File: src/rtl/lfq_pkg.sv
// Package: shared helpers for the fault qualifier.
// Assumes: qualification and stagger counts are non-negative.
package lfq_pkg;

    // Qualification threshold of a given channel, in on-cycles.
    function automatic int chan_limit(input int qual, input int stagger, input int idx);
        return qual + idx * stagger;
    endfunction

endpackage

File: src/rtl/lfq_sync.sv
// Module: two-flop synchronizer for a vector of asynchronous bits.
// Assumes: bits are independent; no coherence across the vector is needed.
module lfq_sync #(
    parameter int WIDTH = 1
) (
    input  logic             clk,
    input  logic             rst_n,
    input  logic [WIDTH-1:0] async_in,
    output logic [WIDTH-1:0] sync_out
);
    logic [WIDTH-1:0] meta_q;

    // Two register stages, cleared by reset.
    always_ff @(posedge clk) begin
        if (!rst_n) begin
            meta_q   <= '0;
            sync_out <= '0;
        end else begin
            meta_q   <= async_in;
            sync_out <= meta_q;
        end
    end
endmodule

File: src/rtl/lfq_chan_timer.sv
// Module: per-channel qualification timer.
// Counts consecutive cycles with the channel on, saturates at LIMIT and
// restarts whenever the channel is sampled off.
// Assumes: LIMIT >= 1 and fits in CW bits.
module lfq_chan_timer #(
    parameter int LIMIT = 125,
    parameter int CW    = 8
) (
    input  logic clk,
    input  logic rst_n,
    input  logic on_i,
    output logic qualified
);
    logic [CW-1:0] cnt_q;

    // Saturating on-time counter; clears when the channel is off.
    always_ff @(posedge clk) begin
        if (!rst_n || !on_i) begin
            cnt_q <= '0;
        end else if (cnt_q != CW'(LIMIT)) begin
            cnt_q <= cnt_q + 1'b1;
        end
    end

    // The window has elapsed once the counter reaches its limit.
    always_comb qualified = (cnt_q == CW'(LIMIT));
endmodule

File: src/rtl/led_fault_qualifier.sv
// Module: qualifies per-channel open-LED comparator bits and a thermal input
// into error flags, drives an open-drain style error line and captures a
// status snapshot on the falling edge of the latch strobe.
// Assumes: chan_on, blank and latch are synchronous to clk; cmp_low and
// therm_hot are asynchronous. QUAL_CYCLES >= 1.
module led_fault_qualifier #(
    parameter int NUM_CH         = 16,
    parameter int QUAL_CYCLES    = 125,
    parameter int STAGGER_CYCLES = 4
) (
    input  logic              clk,
    input  logic              rst_n,
    input  logic [NUM_CH-1:0] chan_on,
    input  logic [NUM_CH-1:0] cmp_low,
    input  logic              therm_hot,
    input  logic              blank,
    input  logic              latch,
    output logic [NUM_CH-1:0] lod_flag,
    output logic              tef_flag,
    output logic              err_oe,
    output logic              err_data,
    output logic [NUM_CH:0]   status_snap
);
    localparam int MAX_LIMIT = lfq_pkg::chan_limit(QUAL_CYCLES, STAGGER_CYCLES, NUM_CH - 1);
    localparam int CW        = $clog2(MAX_LIMIT + 1);

    logic [NUM_CH-1:0] cmp_s;
    logic [NUM_CH-1:0] qual;
    logic              therm_s;
    logic              latch_d;

    lfq_sync #(.WIDTH(NUM_CH)) u_cmp_sync (
        .clk(clk), .rst_n(rst_n), .async_in(cmp_low), .sync_out(cmp_s)
    );

    lfq_sync #(.WIDTH(1)) u_therm_sync (
        .clk(clk), .rst_n(rst_n), .async_in(therm_hot), .sync_out(therm_s)
    );

    for (genvar i = 0; i < NUM_CH; i++) begin : g_ch
        lfq_chan_timer #(
            .LIMIT(lfq_pkg::chan_limit(QUAL_CYCLES, STAGGER_CYCLES, i)),
            .CW   (CW)
        ) u_timer (
            .clk(clk), .rst_n(rst_n), .on_i(chan_on[i]), .qualified(qual[i])
        );
    end

    // Qualified fault flags: on, window elapsed, comparator low.
    always_comb lod_flag = chan_on & qual & cmp_s;

    // Thermal flag follows the synchronized sensor.
    always_comb tef_flag = therm_s;

    // Error line: unmasked open-LED faults or thermal; drive value fixed low.
    always_comb begin
        err_oe   = ((|lod_flag) && !blank) || tef_flag;
        err_data = 1'b0;
    end

    // Latch history and snapshot capture on the falling edge of latch.
    always_ff @(posedge clk) begin
        if (!rst_n) begin
            latch_d     <= 1'b0;
            status_snap <= '0;
        end else begin
            latch_d <= latch;
            if (latch_d && !latch) begin
                status_snap <= {tef_flag, lod_flag};
            end
        end
    end
endmodule

File: config.mk
export PLATFORM = sky130hd
export DESIGN_NAME = led_fault_qualifier
export DESIGN_NICKNAME = d
export VERILOG_FILES = /design/src/rtl/lfq_pkg.sv /design/src/rtl/lfq_sync.sv /design/src/rtl/lfq_chan_timer.sv /design/src/rtl/led_fault_qualifier.sv
export SDC_FILE = /design/constraint.sdc
export NUM_CORES = 1
export LEC_CHECK = 0
export CAP_MARGIN = 40
export CORE_MARGIN = 5
export CORE_UTILIZATION = 40
export DETAILED_ROUTE_END_ITERATION = 12
export DONT_BUFFER_PORTS = 1
export GPL_TIMING_DRIVEN = 0
export PLACE_DENSITY = 0.57
export SYNTH_ARGS = -nofsm -noshare
export SYNTH_HDL_FRONTEND = slang
export SYNTH_SLANG_ARGS = --single-unit
File: constraint.sdc
create_clock -name clk -period 4.36 [get_ports clk]
set_clock_uncertainty 0.15 [all_clocks]
set_input_delay 0.436 -clock clk [delete_from_list [all_inputs] [get_ports clk]]
set_output_delay 0.436 -clock clk [all_outputs]
set_load 0.01 [all_outputs]
==> results.md <==
- Fin Hold WS: 24.0 ps
- Number of synthesized flops with an enable pin: 0
- Cts bufs inserted: 17
- DRT iter0 DRCs: 202
- Max-cap violations: 0
- Syn_nets: 876
- Count of cell types in the netlist: 45
- Die Y: 147 um
- Startpoint types: flip-flop
- First drt pass iteration count: 4
- Gpl congestion: 0.789
- Area delta synth->final: 14.0%
- Final setup viols: 0
- Row cnt: 50
- Synth Cell Area: 7460 sq um
- Cell taking the most area after synthesis: dfxtp_1
- Largest net degree at the start of global routing: 17
- First-pass GRT wire length: 25900 um
- Pins over their slew limit: 0
- Clk slew on worst S/H paths: 60 ps
- WP data required: 3770 ps
- Synth Register Bits: 180
- Latest clock arrival within the worst-skew pair: 420 ps
- Final period util: 74.7%
- Core Area: 18500 sq um
- Number of global-route vias before repair: 4951
- Most frequent cells in the layout: dfxtp_1, nor2_1, xor2_1
- Layout cell share with drive strength beyond 1: 5.02%
- Status: finished, final reports clean
- Synth Instances: 807
- Top cells by area, synth: dfxtp_1, xor2_1, nor2_1, ha_1, nand3_1
- Full die area: 21500 sq um
- Max Clock Freq: 307 MHz
- Starting density of the core: 40.3%
- # DRC: 0
- Least-Margin Pin Slew: 825 ps
- Post-DP HPWL: 11400 um
- Vias per Instance: 4.85
- Die width: 147 um
- Antenna-violating nets left: 0
- Max-slew headroom: 44.6%
- Antenna violations before repair: 1
- H-tree levels: 4
- Crit. End Element: output port
- Seq/Total Area, Yosys: 48.3%
- Vias: 5300
- CTS Root Cell: clkbuf_16
- Clk sinks: 180
- Boundary pin count: 73
- Syn Area/Cell: 9.24 sq um
- Fin nets: 914
- Hold Path Class: in2reg
- Yosys warning count: 0
- Crit path DAT: 2670 ps
- Max clock buf depth: 2
- IO buf count: 0
- Post-synth top area share: 48.3%
- PwrDens: 387 nW/um^2
- Peak VDD IR: 0.286 mV
- Crit path time final: 3250 ps
- Post-synth ARST share: 0%
- RSZ-0062 raised after global routing: false
- CP Max Fanout: 5
- Total wire length: 15800 um
- Primary FF master, synth: dfxtp_1
- Final Hold Fails: 0
- Setup CP Type: reg2out
- Fillcell total: 1802
- Routed WL per cell: 14.4 um
- Setup Buffers After CTS: 0
- Sum of negative setup slack: 0 ps
- GRT Residual Overflow: 0
- GR Util All Layers: 15.1%
- Commonest non-fill, non-tap cell in the layout: dfxtp_1
- CTS tree: done
- LEAKAGE: 3.24 nW
-- metal layers --
metal / GRT usage, % / wire, um
met5: 0 / 0
met2: 23.8 / 7260
met1: 19.7 / 7410
met4: 4.75 / 254
met3: 5.09 / 842
-- cell families after synthesis --
| logic type | count (synthesis) | synth area share, % |
|---|---|---|
| fa+ha+maj | 32 | 5.37 |
| compound gates | 48 | 3.98 |
| xor+xnor | 108 | 12.7 |
| buf+inv | 30 | 1.58 |
| simple gates | 405 | 27.6 |
| mux | 3 | 0.403 |
| flops | 180 | 48.3 |
| other cells | 1 | 0.0503 |
-- power by group --
part / internal (mW) / switching (mW)
clock: 0.866 / 0.617
combinational: 0.0493 / 0.0623
sequential: 1.67 / 0.0252
-- metrics by stage --
stage | cell area, sq um | total power [mW] | std cells | setup WS [ps] | utilization [%]
detailed placement | 7760 | 1.84 | 1043 | 1530 | 41.9
floorplan | 7460 | 1.80 | 807 | 1930 | -
global route | 8500 | 3.44 | 1092 | 915 | 45.9
global placement | 7750 | 1.84 | 1041 | 1320 | 41.9
CTS | 8500 | 3.34 | 1091 | 1050 | 45.9
finish | 8500 | 3.29 | 1092 | 1110 | 45.9
-- cells in the mapped netlist (all sizes together), types with 4 or more instances --
library cell / instances
and3: 32
or3: 5
inv: 17
a211oi: 5
nand2: 65
clkbuf: 11
nor3b: 4
nand3: 62
a21oi: 24
nand4b: 5
nor3: 25
nand4: 13
and2: 38
nor4: 6
nor2: 123
xnor2: 23
xor2: 85
a21boi: 14
or2: 7
nor2b: 4
dfxtp: 180
ha: 32
-- flip-flops by register name, summed over array words and instances, names as in the netlist --
name and count:
g_ch.u_timer.cnt_q 128, latch_d 1, status_snap 17, u_cmp_sync.meta_q 16, u_cmp_sync.sync_out 16, u_therm_sync.meta_q 1
u_therm_sync.sync_out 1
-- what timing repair did --
action,in CTS,in global routing
resized for setup,0,0
endpoints found under the hold margin,17,0
hold buffers,17,0
-- critical path, stage by stage (launching register included) --
cell,delay [ps]
dfxtp_1,410
ha_1,180
nand4b_1,130
nor4_1,620
buf_2,270
nor4_1,70
nor4bb_1,200
a31oi_1,150
or2_1,230
-- path summary, 6_finish.rpt --
| kind | start | endpoint | slack, ps | cells past startpoint |
|---|---|---|---|---|
| setup / recovery | g_ch[11].u_timer.cnt_q[0] | err_oe | 1110 | 8 |
| hold / removal | cmp_low[1] | u_cmp_sync.meta_q[1] | 20 | 1 |
| setup reg to reg | g_ch[9].u_timer.cnt_q[0] | status_snap[9] | 2230 | 6 |
| hold reg to reg | u_cmp_sync.meta_q[8] | u_cmp_sync.sync_out[8] | 280 | 1 |
-- layout make-up --
cell class / instances / area [sq um] / share of cell area (%)
multi-input cells: 597 / 3740 / 44.0
flip-flops and latches: 180 / 3600 / 42.4
clock buffers: 21 / 460 / 5.42
well taps: 234 / 293 / 3.44
repair buffers: 19 / 179 / 2.10
clock inverters: 10 / 108 / 1.27
inverters: 17 / 63.8 / 0.751
plain buffers: 13 / 53.8 / 0.633
diodes: 1 / 2.50 / 0.0294
No activity file was read; power rests on OpenSTA's default activity.
